===== src/rtl/cbi_pkg.sv =====
package cbi_pkg;
  // Which group of output lines is currently granted.
  typedef enum logic [1:0] {
    GRP_NONE = 2'd0,
    GRP_WORD = 2'd1,
    GRP_HI   = 2'd2,
    GRP_LO   = 2'd3
  } grp_t;
endpackage


===== src/rtl/cbi_gate.sv =====
module cbi_gate
  import cbi_pkg::*;
(
  input  logic rd_cnv,
  input  logic busy,
  input  logic chip_en,
  input  logic cs_n,
  input  logic word_mode,
  input  logic addr_sel,
  output grp_t want
);
  logic access;

  // All four qualifiers must hold together.
  assign access = rd_cnv & ~busy & chip_en & ~cs_n;

  always_comb begin
    if (!access)        want = GRP_NONE;
    else if (word_mode) want = GRP_WORD;
    else if (addr_sel)  want = GRP_LO;
    else                want = GRP_HI;
  end
endmodule


===== src/rtl/cbi_seq.sv =====
module cbi_seq
  import cbi_pkg::*;
(
  input  logic clk,
  input  logic rst_n,
  input  grp_t want,
  output grp_t nxt
);
  grp_t cur;

  // A granted group may only be replaced after a cycle with none granted.
  always_comb begin
    if (cur != GRP_NONE && want != cur) nxt = GRP_NONE;
    else                                nxt = want;
  end

  always_ff @(posedge clk or negedge rst_n) begin
    if (!rst_n) cur <= GRP_NONE;
    else        cur <= nxt;
  end
endmodule


===== src/rtl/cbi_drive.sv =====
module cbi_drive
  import cbi_pkg::*;
#(
  parameter int RES_W  = 12,
  parameter int BYTE_W = 8
) (
  input  logic             clk,
  input  logic             rst_n,
  input  grp_t             grp,
  input  logic [RES_W-1:0] result,
  output logic [RES_W-1:0] dout,
  output logic [RES_W-1:0] doe
);
  localparam int LO_W = RES_W - BYTE_W;

  for (genvar i = 0; i < RES_W; i++) begin : g_line
    logic en_d;
    logic dat_d;

    always_comb begin
      case (grp)
        GRP_WORD: begin en_d = 1'b1;              dat_d = result[i]; end
        GRP_HI:   begin en_d = (i >= LO_W);       dat_d = (i >= LO_W) ? result[i] : 1'b0; end
        GRP_LO:   begin en_d = (i < BYTE_W);      dat_d = (i < LO_W) ? result[i] : 1'b0; end
        default:  begin en_d = 1'b0;              dat_d = 1'b0; end
      endcase
    end

    always_ff @(posedge clk or negedge rst_n) begin
      if (!rst_n) begin
        doe[i]  <= 1'b0;
        dout[i] <= 1'b0;
      end else begin
        doe[i]  <= en_d;
        dout[i] <= dat_d;
      end
    end
  end
endmodule


===== src/rtl/cvt_bus_if.sv =====
module cvt_bus_if
  import cbi_pkg::*;
#(
  parameter int RES_W  = 12,
  parameter int BYTE_W = 8
) (
  input  logic             clk,
  input  logic             rst_n,
  input  logic [RES_W-1:0] result,
  input  logic             busy,
  input  logic             rd_cnv,
  input  logic             chip_en,
  input  logic             cs_n,
  input  logic             word_mode,
  input  logic             addr_sel,
  output logic [RES_W-1:0] dout,
  output logic [RES_W-1:0] doe
);
  grp_t want;
  grp_t nxt;

  cbi_gate u_gate (
    .rd_cnv(rd_cnv), .busy(busy), .chip_en(chip_en), .cs_n(cs_n),
    .word_mode(word_mode), .addr_sel(addr_sel), .want(want)
  );

  cbi_seq u_seq (
    .clk(clk), .rst_n(rst_n), .want(want), .nxt(nxt)
  );

  cbi_drive #(.RES_W(RES_W), .BYTE_W(BYTE_W)) u_drive (
    .clk(clk), .rst_n(rst_n), .grp(nxt), .result(result),
    .dout(dout), .doe(doe)
  );
endmodule


===== config.mk =====
export PLATFORM = sky130hd
export DESIGN_NAME = cvt_bus_if
export DESIGN_NICKNAME = d
export VERILOG_FILES = /design/src/rtl/cbi_pkg.sv /design/src/rtl/cbi_gate.sv /design/src/rtl/cbi_seq.sv /design/src/rtl/cbi_drive.sv /design/src/rtl/cvt_bus_if.sv
export SDC_FILE = /design/constraint.sdc
export NUM_CORES = 1
export LEC_CHECK = 0
export BUFFER_PORTS_ARGS = -buffer_cell sky130_fd_sc_hd__buf_2
export CORE_ASPECT_RATIO = 1.2
export CORE_MARGIN = 3
export CORE_UTILIZATION = 43
export CTS_BUF_LIST = sky130_fd_sc_hd__clkbuf_16
export CTS_CLUSTER_DIAMETER = 80
export CTS_CLUSTER_SIZE = 24
export DETAILED_ROUTE_END_ITERATION = 12
export MAX_ROUTING_LAYER = met4
export PLACE_DENSITY_LB_ADDON = 0.05
export SLEW_MARGIN = 30
export SYNTH_ARGS = -nofsm -noshare
export SYNTH_HDL_FRONTEND = slang
export SYNTH_SLANG_ARGS = --single-unit

===== constraint.sdc =====
create_clock -name clk -period 3.4 [get_ports clk]
set_clock_uncertainty 0.05 [all_clocks]
set_input_delay 0.17 -clock clk [delete_from_list [all_inputs] [get_ports clk]]
set_output_delay 0.17 -clock clk [all_outputs]
set_load 0.1 [all_outputs]

Word level (Yosys, flattened, before mapping)
Index checks and enable logic that the tools add are counted.
- register bits after elaboration: 17
- latch bits: 0
- RAM bits: 0
- memory bits (read-only): 0
- output and inout port bits: 24
- memories: 0
- $add $sub $neg: 0
- multiply operators: 0
- divide/modulo/power cells: 0
- magnitude comparators: 0
- eq/ne operators: 4
- shift operators: 0
- muxes and demuxes: 19
- bitwise operators: 5
- reduce and logical (&&, ||, !) cells: 5
- operator list (kind ; count):
    1-bit two-way mux ; 16
    2-bit two-way mux ; 3
    2-bit equality test, second input constant ; 2
    2-bit OR reduction ; 2
    1-bit AND ; 3
    3-bit OR reduction ; 1
    2-bit by 1-bit equality test with 1-bit output, second input constant ; 1
    2-bit != test ; 1
    1-bit NOT ; 2
    2-bit nonzero test ; 1
    1-bit logical AND ; 1

Logic depth before layout (Yosys ltp)
Gate-level depths: netlist of the first run.
- depth after elaboration: 11
- gate-level depth with buffers: 5

Modules after synthesis
A second synthesis of the first run with hierarchy kept.
- cell total of the unflattened synthesis: 54
- area, all modules: 694.4 um^2
- by module, submodules not included (module ; times used ; cells each ; area an instance (um^2)):
    cbi_drive ; 1 ; 43 ; 578.1
    cbi_seq ; 1 ; 8 ; 87.6
    cbi_gate ; 1 ; 3 ; 28.8

Worst setup path after synthesis of the first run
OpenSTA, ideal clock, no wires.
- kind: reg-to-output
- from: reg, netlist name u_drive.doe[8]
- to: out doe[10]
- arrival: 1.357 ns
- required time: 3.180 ns
- setup slack: 1.823 ns
- stages on the path, launching flop included: 2
- buffers on the path: 1
- path through: dfrtp_1 -> buf_4
- RTL lines (item ; line ; source):
    end: declaration ; cvt_bus_if.sv:17 ; output logic [RES_W-1:0] doe

Final worst setup path of the first run
- from: reg u_seq.cur[0]
- to: reg u_drive.dout[11]
- longest elaborated chain between the ends: 6
- elaborated cells on any way between the ends: 8
- classes of those cells: eq/ne (3); mux (2); reduce/logical (3)
- ends and longest elaborated chain (item ; line ; source):
    start: declaration ; cbi_seq.sv:9 ; grp_t cur;
    start signal: assignment ; cbi_seq.sv:19 ; else cur <= nxt;
    2-bit != test or 2-bit nonzero test (tied branches) ; cbi_seq.sv:13 ; if (cur != GRP_NONE && want != cur) nxt = GRP_NONE;
    1-bit logical AND (*) ; cbi_seq.sv:13 ;
    2-bit two-way mux (*) ; cbi_seq.sv:13 ;
    2-bit by 1-bit equality test with 1-bit output or 2-bit equality test (tied branches) ; cbi_drive.sv:21 ; case (grp)
    2-bit OR reduction (no line) (*) ; -- ;
    1-bit two-way mux (*) ; cbi_drive.sv:21 ;
    via u_drive.g_line[11].dat_d ; cbi_drive.sv:18 ; logic dat_d;
    end signal: indexed assignment ; cbi_drive.sv:35 ; dout[i] <= dat_d;
    end: declaration ; cbi_drive.sv:11 ; output logic [RES_W-1:0] dout,
The timed path passes the listed nets; every way through them passes the cells marked *.

==> flow_summary.ini, run 1 <==
[global_route]
grt_pass1_wl_um = 2190
grt_use_total_pct = 14.1
grt_pass1_vias = 516
grt_max_degree = 18
grt-ovfl-total = 0
antenna_found_initial = 0

[cts]
cts.reportedPaths.clkPinSlew_ps = 50
cts_tree = done
cts_sinks = 17
hold_buffers = 1
clk_path_buf_depth = 2
clk_latency_ps = 240
cts_resized = 0
postCtsSetupBuffers = 0
clock-root-buffer = clkbuf_16
numCtsBuffers = 3
cts_max_level = 1

[critical_path]
crit_fanout = 9
slowest_delay_ps = 380
r2r-start = u_seq.cur[0]
endpoint_kind = flop
crit_arrival_ps = 1770
critPathLaunchType = flop
crit_path_end = u_drive.dout[11]
crit_start = u_seq.cur[0]
path_cells = nand4b_1, a21o_1, ha_1, and2_1
required_ps = 3480
regToRegSetupSlack_ps = 1710
crit_type = flop to flop
reg2reg_depth = 4
timing.rr.end = u_drive.dout[11]
cpMaxStageDelayCell = dfrtp_1

[job]
cap_violations = 0

[power]
p_switching_uw = 149
leakage_nw = 0.560
peakVddDrop_v = 0.000411
power-per-cell-area_nw_per_um2 = 563
p_comb_share_pct = 16.8
intPower_uw = 383
p_sw_share_pct = 28.0
p_seq_share_pct = 39.3
power_uw = 532
p_clk_share_pct = 43.9

[sta]
timing.final.ws_setup_ps = 1710
hold_ws_ps = 77.1
slew_viol_final = 0
finalHoldViolations = 0
worst-slew-pin-transition_ps = 491
tns_ps = 0
timing.fmax_mhz = 590
relSlewSlack_pct = 67.5
fin_crit_sh_pct = 49.8
setup_viol = 0
rsz0062_at_grt = false
post-route-min-period_ps = 1690

[finish]
nets = 118
antenna_cells = 0
fin_util_pct = 64.5
instances_no_fill = 113
layout-drive-gt1-share_pct = 51.0
final_cell_area_um2 = 945
area_growth_pct = 38.3

[floorplan]
dieArea_um2 = 2110
start_util_pct = 46.7
ios = 44
row_count = 15
die_y_um = 49.7
die_width_um = 42.4
core_area_um2 = 1460

[synthesis]
synth_top_cell_area_share_pct = 62.3
synth_seq_cells = 17
yosysSeqAreaShare_pct = 62.3
synth_top_family_by_area = simple AND/OR/NAND/NOR gates
yosysTopAreaCell = dfrtp_1
avgSynthCellArea_um2 = 12.0
muxShareOfSynthArea_pct = 0
synth_compound_area_share_pct = 7.14
syn_nets = 78
async_flop_share_pct = 100
synth-adder-area-share_pct = 1.83
syn_inst = 57
netlist_area_um2 = 683
synth_edf_count = 0
synthTopCellsByArea = dfrtp_1 (62%), buf_4 (9.9%), and2_1 (7.3%)
yosysWarnings = 0
synth_xor_area_share_pct = 1.28
yosys.area_share.simple_pct = 17.0
synth_flop_cell = dfrtp_1
ys_types = 17

[drt]
ant_nets = 0
post_drt_via_cell_ratio = 4.77
drt_pass1_iterations = 3
wl_per_cell_um = 11.8
drc_errors = 0
drtIter0Drc = 2
wl_um = 1330
dr_total_vias = 539

[place]
pre_cts_ws_ps = 1740
placedInstanceArea_um2 = 852
dp_hpwl_um = 1040
port_buffers = 43
place_congestion = 0.661
dp.cells = 108

[status]
outcome = completed

[hold_path]
hold_path.class = primary input to flop
==> synth_stat cells (5+ instances only) <==
library cell and number:
dfrtp_1 17, buf_4 9, and2_1 8, nand2_1 5, a21oi_1 6
==> final cells by class <==
class,count,area (um^2)
inverter,1,3.75
tap,17,21.3
clock buffer,3,75.1
clock inverter,1,7.51
timing repair buffer,44,225
fill,127,519
sequential,17,425
multi-input combinational,30,186
==> critical path, delay by kind of cell, from the launching register on <==
family,cells,cell delay [ps]
and+or+nand+nor,2,500
DFF,1,380
AOI/OAI and AO/OA,1,280
adders and majority gates,1,370
==> layer usage <==
| metal | vias up | global-route usage (%) | part of all wire, % |
|---|---|---|---|
| li1 | 255 | - | - |
| met1 | 256 | 14.6 | 33 |
| met2 | 28 | 26.1 | 57 |
| met3 | 0 | 4.74 | 9.9 |
| met4 | 0 | 1.55 | 0 |
| met5 | - | - | 0 |
==> cells in the final DEF, fill, tap and decap left out <==
cell type	count
o21bai_2	1
and4bb_2	1
nor3_1	1
and2_1	8
nor2_1	1
nand3_1	1
inv_1	1
nor2b_1	1
nand2_1	5
buf_2	43
a21o_1	1
ha_1	1
clkinvlp_4	1
clkbuf_16	3
dfrtp_1	17
dlygate4sd3_1	1
or3_1	1
xnor2_1	1
nand4b_1	1
a21oi_1	6
==> registers in the layout (all words and copies together), names as in the netlist <==
register / count
u_drive.doe: 3
u_drive.dout: 12
u_seq.cur: 2
==> worst min-delay path by stage <==
| stage | from | endpoint | cells after the start |
|---|---|---|---|
| after floorplan | rst_n | u_drive.doe[1] | 0 |
| after global placement | rst_n | u_drive.doe[4] | 1 |
| after detailed placement | rst_n | u_drive.dout[11] | 1 |
| after CTS | result[7] | u_drive.dout[7] | 2 |
| after global routing | result[9] | u_drive.dout[9] | 2 |
| final | result[7] | u_drive.dout[7] | 2 |
==> logic make-up after synthesis <==
logic type,after synthesis
xor+xnor,1
flops,17
fa+ha+maj,1
compound gates,8
buf+inv,10
simple gates,20
==> power by group through the flow <==
stage	combinational (mW)	sequential, mW	clock (mW)
final	0.0894	0.209	0.234
after detailed placement	0.0893	0.212	0
after CTS	0.0904	0.209	0.238
after global placement	0.0884	0.212	0
after floorplan	0.0398	0.242	0
after global routing	0.0939	0.209	0.251
No activity file was read; power rests on OpenSTA's default activity.
==> run 2: changes to the inputs <==
--- a/config.mk
+++ b/config.mk
@@ -8,7 +8,7 @@
 export BUFFER_PORTS_ARGS = -buffer_cell sky130_fd_sc_hd__buf_2
 export CORE_ASPECT_RATIO = 1.2
 export CORE_MARGIN = 3
-export CORE_UTILIZATION = 43
+export CORE_UTILIZATION = 40
 export CTS_BUF_LIST = sky130_fd_sc_hd__clkbuf_16
 export CTS_CLUSTER_DIAMETER = 80
 export CTS_CLUSTER_SIZE = 24
==> constraint.sdc (replaced) <==
create_clock -name clk -period 1.58 [get_ports clk]
set_clock_uncertainty 0.05 [all_clocks]
set_input_delay 0.079 -clock clk [delete_from_list [all_inputs] [get_ports clk]]
set_output_delay 0.079 -clock clk [all_outputs]
set_load 0.1 [all_outputs]
==> run 2 against run 1 <==
Effect of this change: final area increased by 9.9%; sequential share of layout area decreased by 4.1 points; worst hold slack worse by 72 ps; first-iteration DRC count is 50% lower; final cell count increased by 8.0%; core utilization is 3.8 points higher; non-clock buffer count up 9; critical path type unchanged.
==> flow_summary.ini, run 2 (same netlist as run 1, synthesis figures left out) <==
[status]
outcome = completed

[floorplan]
core_area_um2 = 1520
dieArea_um2 = 2240
ios = 44
start_util_pct = 44.9
die_width_um = 43.7
die_y_um = 51.3
row_count = 15

[sta]
fin_crit_sh_pct = 96.1
timing.fmax_mhz = 659
worst-slew-pin-transition_ps = 490
slew_viol_final = 0
relSlewSlack_pct = 67.6
finalHoldViolations = 0
setup_viol = 0
post-route-min-period_ps = 1520
tns_ps = 0

[drt]
wl_um = 1430
post_drt_via_cell_ratio = 4.54
dr_total_vias = 554
ant_nets = 0
drtIter0Drc = 1
drc_errors = 0
wl_per_cell_um = 11.7
drt_pass1_iterations = 2

[finish]
largest_reg_flops = 12
layout-drive-gt1-share_pct = 51.4
nets = 127
area_growth_pct = 52.0
largest_register = u_drive.dout
final_cell_mix = buf_2 (43), dfrtp_1 (17), and2_1 (8)
antenna_cells = 0
largestRegisters = u_drive.dout x12, u_drive.doe x3, u_seq.cur x2
final_cell_area_um2 = 1040
layout_commonest_cell = buf_2

[cts]
cts.reportedPaths.clkPinSlew_ps = 50
cts_tree = done
clk_latency_ps = 240
postCtsSetupBuffers = 0
clock-root-buffer = clkbuf_16
numCtsBuffers = 3
clk_path_buf_depth = 2
cts_sinks = 17
cts_max_level = 1

[global_route]
grt_pass1_wl_um = 2290
grt-ovfl-total = 0
antenna_found_initial = 0
grt_max_degree = 18
grt_use_total_pct = 14.7
grt_pass1_vias = 570

[power]
peakVddDrop_v = 0.000628
p_seq_share_pct = 39.6
p_comb_share_pct = 18.5
p_clk_share_pct = 41.9
power_mw = 1.14
p_sw_share_pct = 26.7
leakage_nw = 0.608
intPower_uw = 832
p_switching_uw = 304
power-per-cell-area_nw_per_um2 = 1090

[place]
placedInstanceArea_um2 = 882
place_congestion = 0.831
dp_hpwl_um = 1050
port_buffers = 43

[critical_path]
path_cells = nand2_1, xnor2_1, or3_4, ha_4, and2_1
required_ps = 1660
crit_path_end = u_drive.dout[11]
reg2reg_depth = 5
timing.rr.end = u_drive.dout[11]
endpoint_kind = flop
crit_fanout = 9
regToRegSetupSlack_ps = 60
critPathLaunchType = flop
slowest_delay_ps = 380
cpMaxStageDelayCell = or3_4
crit_type = flop to flop
crit_start = u_seq.cur[1]
r2r-start = u_seq.cur[1]
crit_arrival_ps = 1600

[job]
cap_violations = 0

[hold_path]
hold_path.class = primary input to flop
==> run 2: what timing repair did <==
item,CTS,global route
endpoints found under the hold margin,22,0
gates cloned,0,0
pin swaps,0,0
endpoints found under the setup margin,8,8
hold buffers,6,0
resized for setup,1,2
==> run 2: per-layer routing <==
metal  GRT usage [%]  part of all wire (%)
met5               -                     0
met4            7.54                  0.70
met3            3.87                   9.7
met2            28.2                    56
met1            12.3                    33
==> run 2: how the worst min path moves through the flow <==
stage / start / endpoint / slack, ps / cells past startpoint
after floorplan: rst_n / u_drive.doe[1] / -270 / 0
after global routing: result[7] / u_drive.dout[7] / 10 / 2
final: result[8] / u_drive.dout[8] / 5 / 2
after detailed placement: rst_n / u_drive.dout[8] / -30 / 1
after global placement: rst_n / u_drive.dout[6] / -40 / 1
after CTS: result[1] / u_drive.dout[1] / 1 / 3
==> run 2: cell type report <==
type,count,area (um^2)
flip-flops and latches,17,425
repair buffers,53,305
multi-input cells,30,204
well taps,17,21.3
fillers,129,482
inverters,1,3.75
clock inverters,1,3.75
clock buffers,3,75.1
==> run 2: metrics by stage <==
step	cells	hold slack [ps]	worst slack (ps)	utilization [%]
floorplan	57	-267	59.2	-
global placement	112	-40.7	-5.58	58.0
detailed placement	112	-33.3	-45.4	58.0
CTS	122	1.33	20.2	67.3
global route	122	12.4	-8.93	68.3
finish	122	4.63	61.6	68.3
==> run 2: worst max-delay path, delay by kind of cell, from the launching register on <==
| kind | cells | cell delay (ps) |
|---|---|---|
| xor gates and xnor gates | 1 | 140 |
| adders and majority gates | 1 | 250 |
| DFF | 1 | 350 |
| and+or+nand+nor | 3 | 610 |
==> run 2: power groups by stage <==
stage               clock (mW)  sequential (mW)  combinational [mW]
finish                   0.476            0.450               0.210
global route             0.519            0.450               0.222
CTS                      0.490            0.450               0.209
detailed placement           0            0.457               0.197
global placement             0            0.456               0.196
floorplan                    0            0.521              0.0856
==> run 3: changes to the inputs <==
--- a/config.mk
+++ b/config.mk
@@ -7,7 +7,6 @@
 export LEC_CHECK = 0
 export BUFFER_PORTS_ARGS = -buffer_cell sky130_fd_sc_hd__buf_2
 export CORE_ASPECT_RATIO = 1.2
-export CORE_MARGIN = 3
 export CORE_UTILIZATION = 40
 export CTS_BUF_LIST = sky130_fd_sc_hd__clkbuf_16
 export CTS_CLUSTER_DIAMETER = 80
==> run 3 against run 2 <==
Effect of this change: sequential cell count stayed put; first-iteration DRC count grew 100%; largest cell class unchanged; via count grew 1.4%; routed wire length decreased by 12%; final cell count grew 0.82%.
==> flow_summary.ini, run 3 (same netlist as run 1, synthesis figures left out) <==
[status]
outcome = completed

[global_route]
grt_use_total_pct = 14.3
grt-ovfl-total = 0
grt_pass1_vias = 450
antenna_found_initial = 0
grt_max_degree = 18
grt_pass1_wl_um = 1750

[critical_path]
crit_type = flop to flop
required_ps = 1660
regToRegSetupSlack_ps = 60
endpoint_kind = flop
slowest_delay_ps = 380
cpMaxStageDelayCell = or3_4
r2r-start = u_seq.cur[1]
crit_fanout = 9
timing.rr.end = u_drive.dout[4]
path_cells = nand2_1, xnor2_1, or3_4, ha_4, and2_1
critPathBufInv = 0
critPathLaunchType = flop
reg2reg_depth = 5
crit_arrival_ps = 1600
crit_family = simple AND/OR/NAND/NOR gates

[hold_path]
worstHoldStart = result[10]
hold_path.class = primary input to flop
hold_path_end = u_drive.dout[10]
whs_path_depth = 2

[cts]
cts_max_level = 1
clk_path_buf_depth = 2
cts.reportedPaths.clkPinSlew_ps = 50
clk_latency_ps = 240
numCtsBuffers = 3
postCtsSetupBuffers = 0
clock-root-buffer = clkbuf_16
cts_sinks = 17
cts_tree = done

[sta]
rsz0062_at_grt = true
slew_viol_final = 0
post-route-min-period_ps = 1520
finalHoldViolations = 0
timing.final.ws_setup_ps = 62.5
fin_crit_sh_pct = 96.0
timing.fmax_mhz = 659
tns_ps = 0
relSlewSlack_pct = 67.7
hold_ws_ps = 0.407
worst-slew-pin-transition_ps = 488
setup_viol = 0

[finish]
nets = 127
instances_no_fill = 123
largest_reg_flops = 12
antenna_cells = 0
layout_commonest_cell = buf_2
fin_util_pct = 64.1
layout-drive-gt1-share_pct = 51.4
largest_register = u_drive.dout
largestRegisters = u_drive.dout x12, u_drive.doe x3, u_seq.cur x2
final_cell_mix = buf_2 (43), dfrtp_1 (17), and2_1 (8)
area_growth_pct = 52.2
final_cell_area_um2 = 1040

[place]
pre_cts_ws_ps = -46.3
place_congestion = 0.675
port_buffers = 43
dp.cells = 113
dp_hpwl_um = 931
placedInstanceArea_um2 = 883

[floorplan]
ios = 44
dieArea_um2 = 1880
die_y_um = 47.3
row_count = 16
core_area_um2 = 1620
start_util_pct = 42.1
die_width_um = 39.7

[drt]
wl_um = 1260
post_drt_via_cell_ratio = 4.57
ant_nets = 0
drtIter0Drc = 2
dr_total_vias = 562
drc_errors = 0
wl_per_cell_um = 10.2
drt_pass1_iterations = 4

[power]
power_mw = 1.14
leakage_nw = 0.608
power-per-cell-area_nw_per_um2 = 1090
peakVddDrop_v = 0.000746

[job]
cap_violations = 0
==> run 3: cell counts in the layout (fill, tap and decap cells not counted) <==
No cell type changed its count.
==> run 3: worst max-delay path by stage <==
stage	start	to	cells after the start	slack, ps
floorplan	u_seq.cur[1]	u_drive.dout[10]	5	60
global placement	u_seq.cur[1]	u_drive.dout[7]	5	-7
detailed placement	u_seq.cur[0]	u_drive.dout[4]	4	-50
CTS	u_seq.cur[0]	u_drive.dout[4]	4	20
global route	u_seq.cur[1]	u_drive.dout[6]	5	-10
finish	u_seq.cur[1]	u_drive.dout[4]	5	60
==> run 3: cell type report <==
type / count / area, um^2
tap: 18 / 22.5
clock inverter: 1 / 3.75
sequential: 17 / 425
fill: 138 / 582
timing repair buffer: 53 / 305
multi-input combinational: 30 / 204
inverter: 1 / 3.75
clock buffer: 3 / 75.1
==> run 3: what timing repair did <==
| item | CTS | global route |
|---|---|---|
| gates resized for setup | 1 | 2 |
| endpoints found under the hold margin | 21 | 1 |
| hold buffers | 5 | 1 |
| pin swaps | 0 | 0 |
| setup endpoints to repair | 8 | 8 |
==> run 3: where the power goes <==
| group | switching, mW | internal, mW | leakage, nW |
|---|---|---|---|
| logic | 0.157 | 0.0522 | 0.331 |
| clock network | 0.145 | 0.335 | 0.0423 |
| registers | 0.00387 | 0.446 | 0.235 |
==> run 3: metal layers <==
layer	GRT usage, %	wire [um]	vias to the layer above	part of all wire (%)
met5	-	0	-	0
met4	4.14	6	0	0.48
met3	4.27	88	2	7.0
met2	25.2	687	27	55
met1	15.0	473	259	38
li1	-	-	274	-
